### config.mk
export PLATFORM = sky130hd
export DESIGN_NAME = cache_evt_cntr_bank
export DESIGN_NICKNAME = d
export VERILOG_FILES = /design/src/rtl/cevc_pkg.sv /design/src/rtl/cevc_accum.sv /design/src/rtl/cevc_sel_pipe.sv /design/src/rtl/cache_evt_cntr_bank.sv
export SDC_FILE = /design/constraint.sdc
export NUM_CORES = 2
export LEC_CHECK = 0
export BUFFER_PORTS_ARGS = -buffer_cell sky130_fd_sc_hd__buf_2
export CORE_MARGIN = 8
export CORE_UTILIZATION = 57
export CTS_CLUSTER_DIAMETER = 120
export DETAILED_ROUTE_END_ITERATION = 12
export MAX_ROUTING_LAYER = met4
export PLACE_DENSITY = 0.76
export SLEW_MARGIN = 40
export SYNTH_ARGS = -nofsm -noshare
export SYNTH_HDL_FRONTEND = slang
export SYNTH_SLANG_ARGS = --single-unit
### constraint.sdc
create_clock -name clk -period 2.4 [get_ports clk]
set_input_delay 0.24 -clock clk [delete_from_list [all_inputs] [get_ports clk]]
set_output_delay 0.24 -clock clk [all_outputs]
set_load 0.01 [all_outputs]
### src/rtl/cevc_pkg.sv
package cevc_pkg;
   localparam int CODE_W     = 4;
   localparam int NUM_CODES  = 1 << CODE_W;
   localparam int NUM_EV     = 11;
   localparam int NUM_SLICES = 2;
   localparam int RSVD_CODE  = 4;

   localparam int OFS_CTRL   = 'h08;
   localparam int OFS_VIEW0  = 'h10;
   localparam int OFS_VIEW1  = 'h18;

   localparam int B_CLR      = 0;
   localparam int B_FRZ      = 8;
   localparam int B_CODE     = 16;
   localparam int B_CHAN     = 20;
   localparam int B_ECHO     = 60;

   function automatic logic code_live(input logic [CODE_W-1:0] c);
      return (int'(c) < NUM_EV) && (int'(c) != RSVD_CODE);
   endfunction

   function automatic logic code_chan(input logic [CODE_W-1:0] c);
      return (c == 4'h1) || (c == 4'h3) || (c == 4'h6) || (c == 4'h7);
   endfunction
endpackage

### src/rtl/cevc_accum.sv
module cevc_accum #(
   parameter int W = 48
) (
   input  logic         clk,
   input  logic         rst_n,
   input  logic         clr,
   input  logic         frz,
   input  logic         pulse,
   output logic [W-1:0] cnt
);
   always_ff @(posedge clk) begin
      if (!rst_n || clr)
         cnt <= '0;
      else if (pulse && !frz)
         cnt <= cnt + W'(1);
   end

   a_r3_incr: assert property (@(posedge clk) disable iff (!rst_n)
      (pulse && !frz && !clr) |=> (cnt == $past(cnt) + W'(1)));
   a_r4_freeze_hold: assert property (@(posedge clk) disable iff (!rst_n)
      (frz && !clr) |=> (cnt == $past(cnt)));
   a_r6_clear: assert property (@(posedge clk) disable iff (!rst_n)
      clr |=> (cnt == '0));
endmodule

### src/rtl/cevc_sel_pipe.sv
module cevc_sel_pipe #(
   parameter int W     = 5,
   parameter int DEPTH = 3
) (
   input  logic         clk,
   input  logic         rst_n,
   input  logic [W-1:0] d,
   output logic [W-1:0] q
);
   if (DEPTH < 0) begin : g_bad
      $error("cevc_sel_pipe: DEPTH must be non-negative");
   end

   if (DEPTH == 0) begin : g_thru
      assign q = d;
   end else begin : g_regs
      logic [W-1:0] stg [DEPTH];
      always_ff @(posedge clk) begin
         if (!rst_n) begin
            for (int i = 0; i < DEPTH; i++) stg[i] <= '0;
         end else begin
            stg[0] <= d;
            for (int i = 1; i < DEPTH; i++) stg[i] <= stg[i-1];
         end
      end
      assign q = stg[DEPTH-1];
   end
endmodule

### src/rtl/cache_evt_cntr_bank.sv
module cache_evt_cntr_bank
   import cevc_pkg::*;
#(
   parameter int CNT_W  = 48,
   parameter int ADDR_W = 8,
   parameter int LAT    = 4
) (
   input  logic                       clk,
   input  logic                       rst_n,
   input  logic                       wr_en,
   input  logic [ADDR_W-1:0]          wr_addr,
   input  logic [63:0]                wr_data,
   input  logic [ADDR_W-1:0]          rd_addr,
   output logic [63:0]                rd_data,
   input  logic [NUM_SLICES*NUM_EV-1:0] ev_pulse
);
   localparam int PIPE_D = LAT - 1;
   localparam int SEL_W  = CODE_W + 1;

   if (CNT_W < 1 || CNT_W > B_ECHO) begin : g_bad_w
      $error("cache_evt_cntr_bank: CNT_W out of range");
   end
   if (LAT < 1) begin : g_bad_lat
      $error("cache_evt_cntr_bank: LAT must be at least 1");
   end
   if (ADDR_W < 5) begin : g_bad_a
      $error("cache_evt_cntr_bank: ADDR_W too small for the map");
   end

   // control register
   logic              ctrl_wr, clr;
   logic              frz_q, chan_q;
   logic [CODE_W-1:0] code_q;

   assign ctrl_wr = wr_en && (wr_addr == ADDR_W'(OFS_CTRL));
   assign clr     = ctrl_wr && wr_data[B_CLR];

   always_ff @(posedge clk) begin
      if (!rst_n) begin
         frz_q  <= 1'b0;
         chan_q <= 1'b0;
         code_q <= '0;
      end else if (ctrl_wr) begin
         frz_q  <= wr_data[B_FRZ];
         chan_q <= wr_data[B_CHAN];
         code_q <= wr_data[B_CODE +: CODE_W];
      end
   end

   // selection delay line
   logic [SEL_W-1:0] sel_d;
   cevc_sel_pipe #(.W(SEL_W), .DEPTH(PIPE_D)) u_pipe (
      .clk   (clk),
      .rst_n (rst_n),
      .d     ({chan_q, code_q}),
      .q     (sel_d)
   );

   logic              sel_chan;
   logic [CODE_W-1:0] sel_code;
   assign sel_chan = sel_d[CODE_W];
   assign sel_code = sel_d[CODE_W-1:0];

   // per-slice, per-event accumulators
   logic [CNT_W-1:0] acc [NUM_SLICES][NUM_CODES];

   for (genvar s = 0; s < NUM_SLICES; s++) begin : g_slice
      for (genvar e = 0; e < NUM_CODES; e++) begin : g_ev
         if (code_live(CODE_W'(e))) begin : g_live
            cevc_accum #(.W(CNT_W)) u_acc (
               .clk   (clk),
               .rst_n (rst_n),
               .clr   (clr),
               .frz   (frz_q),
               .pulse (ev_pulse[s*NUM_EV + e]),
               .cnt   (acc[s][e])
            );
         end else begin : g_dead
            assign acc[s][e] = '0;
         end
      end
   end

   // viewing window: code and counts refresh together
   logic              show;
   logic [CODE_W-1:0] view_code_q;
   logic [CNT_W-1:0]  view_cnt_q [NUM_SLICES];

   assign show = code_live(sel_code) && (sel_chan == code_chan(sel_code));

   always_ff @(posedge clk) begin
      if (!rst_n) begin
         view_code_q <= '0;
         for (int s = 0; s < NUM_SLICES; s++) view_cnt_q[s] <= '0;
      end else begin
         view_code_q <= sel_code;
         for (int s = 0; s < NUM_SLICES; s++)
            view_cnt_q[s] <= show ? acc[s][sel_code] : '0;
      end
   end

   // read mux
   always_comb begin
      rd_data = '0;
      if (rd_addr == ADDR_W'(OFS_CTRL))
         rd_data = (64'(frz_q) << B_FRZ) | (64'(code_q) << B_CODE) |
                   (64'(chan_q) << B_CHAN);
      else if (rd_addr == ADDR_W'(OFS_VIEW0))
         rd_data = (64'(view_code_q) << B_ECHO) | 64'(view_cnt_q[0]);
      else if (rd_addr == ADDR_W'(OFS_VIEW1))
         rd_data = (64'(view_code_q) << B_ECHO) | 64'(view_cnt_q[1]);
   end

   a_r7_reserved_zero: assert property (@(posedge clk) disable iff (!rst_n)
      !code_live(view_code_q) |-> (view_cnt_q[0] == '0 && view_cnt_q[1] == '0));
   a_r10_unmapped_zero: assert property (@(posedge clk) disable iff (!rst_n)
      (rd_addr != ADDR_W'(OFS_CTRL) && rd_addr != ADDR_W'(OFS_VIEW0) &&
       rd_addr != ADDR_W'(OFS_VIEW1)) |-> (rd_data == 64'd0));
endmodule

Yosys cells after proc, flatten, opt, wreduce, memory -nomap -nowiden
Memories as Yosys holds them, arrays and structs flattened.
Cells that the tools add are included.
{"block": "classes", "magnitude_cmp": 2, "reduce_logical": 30, "eq_ne": 10, "mux": 18, "div_mod_pow": 0, "bitwise_logic": 10, "add_sub_neg": 20, "shift": 0, "mul": 0}
{"operator": "48-bit by 1-bit adder with 48-bit output (second input constant)", "n": 20}
{"operator": "48-bit binary-select mux with 4-bit select", "n": 2}
{"operator": "48-bit 2-to-1 mux", "n": 8}
{"operator": "64-bit 2-to-1 mux", "n": 3}
{"operator": "64-bit by 48-bit OR with 64-bit output", "n": 2}
{"operator": "1-bit logical AND", "n": 24}
{"operator": "20-bit by 21-bit OR with 21-bit output", "n": 1}
{"operator": "9-bit by 20-bit OR with 20-bit output", "n": 1}
{"operator": "8-bit by 4-bit == test with 1-bit output (second input constant)", "n": 2}
{"operator": "8-bit by 5-bit == test with 1-bit output (second input constant)", "n": 2}
{"operator": "5-bit 2-to-1 mux", "n": 3}
{"operator": "4-bit by 3-bit == test with 1-bit output (second input constant)", "n": 2}
{"operator": "5-bit greater-or-equal comparator (second input constant)", "n": 1}
{"operator": "4-bit inverter with 5-bit output", "n": 1}
{"operator": "1-bit OR", "n": 5}
{"operator": "4-bit by 1-bit == test with 1-bit output (second input constant)", "n": 1}
{"operator": "4-bit by 2-bit == test with 1-bit output (second input constant)", "n": 1}
{"operator": "1-bit logical OR", "n": 4}
{"operator": "4-bit less-than comparator (second input constant)", "n": 1}
{"operator": "4-bit != test (second input constant)", "n": 1}
{"operator": "1-bit logical NOT", "n": 2}
{"operator": "1-bit 2-to-1 mux", "n": 2}
{"operator": "1-bit == test", "n": 1}
{"block": "word_totals", "n_memories": 2, "latch_bits": 0, "out_inout_bits": 64, "ff_bits": 970, "rom_bits": 0, "wordCells": 116, "ramBits": 111}
{"name": "view_cnt_q", "depth": 2, "word_bits": 48, "read_ports": 2, "rd_ports_with_merged_regs": 0, "wr": 2, "line": "cache_evt_cntr_bank.sv:87", "source": "logic [CNT_W-1:0] view_cnt_q [NUM_SLICES];"}
{"name": "u_pipe.g_regs.stg", "depth": 3, "word_bits": 5, "read_ports": 3, "rd_ports_with_merged_regs": 0, "wr": 3, "line": "cevc_sel_pipe.sv:17", "source": "logic [W-1:0] stg [DEPTH];"}

Depth between registers and ports, before layout
An unclocked memory read counts as a cell.
{"block": "depth", "depth_word": 9, "ltp_mapped": 10, "ltp_nobuf": 6}

By module
Synthesis repeated with hierarchy kept, for this count alone.
{"block": "hier_totals", "cells_unflattened": 7094, "area_unflattened_um2": 59091.7}
{"module": "cevc_accum", "cells_each": 282, "seq_area_each_um2": 960.9, "instances": 20, "area_per_inst_um2": 2323.5}
{"module": "cache_evt_cntr_bank", "cells_each": 1418, "seq_area_each_um2": 2122.0, "instances": 1, "area_per_inst_um2": 12165.4}
{"module": "cevc_sel_pipe", "cells_each": 36, "seq_area_each_um2": 300.3, "instances": 1, "area_per_inst_um2": 456.7}

Worst setup path after synthesis
OpenSTA, ideal clock, no wires.
{"block": "synth_path", "path_type": "register to register", "start": "register g_slice[1].g_ev[9].g_live.u_acc.cnt[19]", "end": "register g_slice[1].g_ev[9].g_live.u_acc.cnt[43]", "setup_slack_ns": 0.064, "synth_period_minus_slack_ns": 2.336, "path_stages_with_launch": 8, "required_ns": 2.330, "arrival_time_ns": 2.266, "setup_ns": 0.070, "path_buffers": 2, "cell_sequence": "dfxtp_1 -> nand4_2 -> or4_4 -> buf_6 -> or3_1 -> buf_2 -> or4b_1 -> a21oi_1"}
{"block": "synth_via", "elab_chain_cells": 1}
{"element": "start, declared", "line": "cevc_accum.sv:9", "source": "output logic [W-1:0] cnt"}
{"element": "start signal, assigned", "line": "cevc_accum.sv:15", "source": "cnt <= cnt + W'(1);"}
{"element": "48-bit by 1-bit adder with 48-bit output", "line": "cevc_accum.sv:15"}
No other way between the ends.
A chain may end at the register's enable or synchronous reset.

==> run metrics <==
count of boundary I/O pins 169; Worst Path Required 3.00 ns; mux share of post-synthesis cell area 10.6%; worst max-slew margin expressed relative to the limit 48.6%; P per Cell Area 586 mW/mm^2; Routed Antenna Nets 0; endpoint type of the worst setup path flop; post-synthesis instance total 6,429; Netlist cell types 64; remaining global-route overflow 0; most common library cell in the layout ignoring fill and taps sky130_fd_sc_hd__dfxtp_1; Routability Congestion 1.03; pin count of the biggest net entering global routing 98; global routing usage on met1 41.1%; count of final max-slew check failures 0; largest fanout on the critical path 22; Yosys warning total 0; non-filler instance count after layout 8,070; Critical Path AT 2.96 ns; count of buffers inserted at the top-level ports 97; maximum buffer depth of the clock tree 3; commonest cells after routing, fill and taps aside sky130_fd_sc_hd__dfxtp_1, sky130_fd_sc_hd__nor2_1, sky130_fd_sc_hd__xor2_1, sky130_fd_sc_hd__nand2_1, sky130_fd_sc_hd__nand4_1; global-route wire length before repair 260 mm; layer with the highest usage met2; cell row count 115; post-synthesis async set-or-reset flop share 0%; gate family responsible for the most delay along the worst path multiplexers; power after layout 37.9 mW; Final Hold Fails 0; wire length after detailed routing 170 mm; Primary FF master, synth sky130_fd_sc_hd__dfxtp_1; overall die area 0.108 sq mm; f_max 423 MHz; compound-gate portion of the synthesized area 9.73%; total DRC errors in the routed layout 0; drt first pass iters 8; Worst Tran Pin Value 0.750 ns; H-Tree Level Count 3; worst hold margin 0.0404 ns; post-route setup slack 0.0336 ns; sum of net half-perimeters after detailed placement 125 mm; WL/cell 21.0 um; clock tree from TritonCTS done; area leader, netlist sky130_fd_sc_hd__dfxtp_1; area share of the largest cell type after synthesis 38.7%; post-detailed-route via-to-cell ratio 6.35; GRT Total Usage 30.7%; netlist area before placement 0.0560 sq mm; path type of the worst min-delay path input pin to flop; min cycle time layout 2.37 ns; number of global-route vias before repair 46,100; antenna violations before repair 8; post-synthesis share of cell area spent on full adders, half adders and majority gates 0.447%; fin crit share 98.6%; unrepaired setup endpoints after global routing yes; worst setup path category flop to flop; clock latency on the worst-skew pair 0.72 ns; count of max-cap constraint violations 0; Post-Syn Area per Cell 8.70 sq um; Setup WS pre-CTS -0.0276 ns; Core Footprint 0.0978 sq mm; number of buffers created by CTS 114; number of cells in the design after placement 7,827; floorplan die height 329 um; final clock skew 0.0468 ns; status finished, final reports clean; final net count 6,806; Worst setup SP type flop; Clock Sink Count 1,081; post-synthesis to final-layout area growth 15.5%; share of cells above drive strength 1 14.3%; number of buffer and inverter stages on the critical path 2; total vias in the final route 51,200; simple-gate portion of the synthesized area 27.2%; routing usage on met3 6.34%; overall die width 329 um; count of fill cells added during filler insertion 7,793; number of flops mapped to enable cells by yosys 0; highest-delay cell along the critical path sky130_fd_sc_hd__dfxtp_4; clock-pin slew on the worst setup and hold paths 0.06 ns; Largest stage delay, worst path 0.65 ns; xor/xnor share of the synthesized area 10.0%; largest family of logic cells by synthesized area simple AND/OR/NAND/NOR gates; synth top area cells sky130_fd_sc_hd__dfxtp_1, sky130_fd_sc_hd__xor2_1, sky130_fd_sc_hd__nor2_1; number of synthesized register bits 1,081; LEAKAGE 21.4 nW; Seq/Total Area, Yosys 38.7%; setup violation total in the final timing report 0; peak ir drop on the vdd network 589 uV; met2 track utilization from global routing 46.0%; ordered cell list for the critical path buf_12 -> mux4_2 -> mux2i_1 -> buf_4 -> o22ai_1 -> and2_1; Initial Utilization 57.2%; 1st-iter DRT viols 5,772; cell chosen for the clock root sky130_fd_sc_hd__clkbuf_16
[per-layer routing]
metal | up-vias | wire, um
met1 | 24600 | 70800
met2 | 2314 | 75000
met4 | 0 | 6860
li1 | 23900 | -
met3 | 363 | 16800
met5 | - | 0
[worst register-to-register path, stage by stage (launching register included)]
cell and delay [ns]:
sky130_fd_sc_hd__dfxtp_4 0.65, sky130_fd_sc_hd__buf_12 0.28, sky130_fd_sc_hd__mux4_2 0.57, sky130_fd_sc_hd__mux2i_1 0.29, sky130_fd_sc_hd__buf_4 0.21, sky130_fd_sc_hd__o22ai_1 0.09, sky130_fd_sc_hd__and2_1 0.18
[cells in the mapped netlist, types with 4 or more instances]
cell type,n
sky130_fd_sc_hd__nand2b_1,17
sky130_fd_sc_hd__nand3_1,326
sky130_fd_sc_hd__buf_1,38
sky130_fd_sc_hd__or3_1,186
sky130_fd_sc_hd__nor2_1,793
sky130_fd_sc_hd__mux2_2,93
sky130_fd_sc_hd__nand2_1,369
sky130_fd_sc_hd__a22oi_1,102
sky130_fd_sc_hd__nand4_1,354
sky130_fd_sc_hd__mux2i_1,270
sky130_fd_sc_hd__and4_1,103
sky130_fd_sc_hd__o22ai_1,96
sky130_fd_sc_hd__nor4_2,10
sky130_fd_sc_hd__buf_4,12
sky130_fd_sc_hd__clkbuf_1,328
sky130_fd_sc_hd__dfxtp_1,1081
sky130_fd_sc_hd__o21ai_0,184
sky130_fd_sc_hd__o2bb2ai_1,96
sky130_fd_sc_hd__or4_1,91
sky130_fd_sc_hd__and4b_1,9
sky130_fd_sc_hd__a21oi_1,264
sky130_fd_sc_hd__o311ai_0,4
sky130_fd_sc_hd__nor3_1,102
sky130_fd_sc_hd__o211ai_1,7
sky130_fd_sc_hd__o41ai_1,12
sky130_fd_sc_hd__buf_2,5
sky130_fd_sc_hd__xnor2_1,257
sky130_fd_sc_hd__xor2_1,384
sky130_fd_sc_hd__inv_1,95
sky130_fd_sc_hd__mux4_2,96
sky130_fd_sc_hd__o31ai_1,80
sky130_fd_sc_hd__and3_1,116
sky130_fd_sc_hd__ha_1,20
sky130_fd_sc_hd__nand4b_1,20
sky130_fd_sc_hd__nor2b_1,31
sky130_fd_sc_hd__nand3b_1,6
sky130_fd_sc_hd__nor4_1,136
sky130_fd_sc_hd__o21a_1,18
sky130_fd_sc_hd__and2_1,162
sky130_fd_sc_hd__or4b_2,7
sky130_fd_sc_hd__or2_2,13
[kinds of logic after synthesis]
logic type / count (synthesis)
adder cells (fa/ha/maj): 20
AND/OR/NAND/NOR: 2875
AO/OA/AOI/OAI: 871
other: 1
buffers and inverters: 481
XOR/XNOR: 641
multiplexers: 459
flip-flops: 1081
[cell type report]
cell class	count	area, sq um	area share (%)
Clock inverter	47	649	1.00
Timing Repair Buffer	511	4280	6.63
Sequential cell	1081	21700	33.5
Inverter	95	357	0.552
Tap cell	1287	1610	2.49
Clock buffer	168	3390	5.24
Antenna cell	3	7.51	0.0116
Multi-Input combinational cell	4878	32700	50.6
[power by group]
group	total, mW	internal (mW)	switching [mW]
clock	18.8	11.3	7.58
sequential	18.1	18.0	0.0990
combinational	0.926	0.348	0.578
total	37.9	29.6	8.26
[state kept, by name, summed over array words and instances (netlist names)]
| signal | count |
|---|---|
| frz_q | 1 |
| chan_q | 1 |
| view_code_q | 4 |
| g_slice.g_ev.g_live.u_acc.cnt | 960 |
| view_cnt_q | 96 |
| u_pipe.g_regs.stg | 15 |
| code_q | 4 |
[what timing repair did]
item,in CTS,in global routing
hold buffers,9,0
setup buffers,0,16
gates resized for setup,2,22
pin swaps,1,10
endpoints found under the setup margin,4,78
endpoints found under the hold margin,11,0
[through the flow]
step,instance area [sq um],TNS (ns),util (%)
final,64600,0,66.1
after global routing,64600,-0.323,66.1
after CTS,64400,-0.0430,65.8
after detailed placement,60300,-0.0461,61.6
after global placement,60300,0,61.6
after floorplan,56000,0,-
[final timing paths]
kind                                                from                                     end  slack, ns  cells past startpoint
worst max-delay path            u_pipe.g_regs.stg[0][10]                       view_cnt_q[0][10]       0.03                      6
worst max register to register  u_pipe.g_regs.stg[0][10]                       view_cnt_q[0][10]       0.03                      6
worst min-delay path                        ev_pulse[13]  g_slice[1].g_ev[2].g_live.u_acc.cnt[0]       0.04                      4
worst min register to register   u_pipe.g_regs.stg[0][2]                 u_pipe.g_regs.stg[0][7]       0.43                      1
Power figures use the tool's default switching activity.
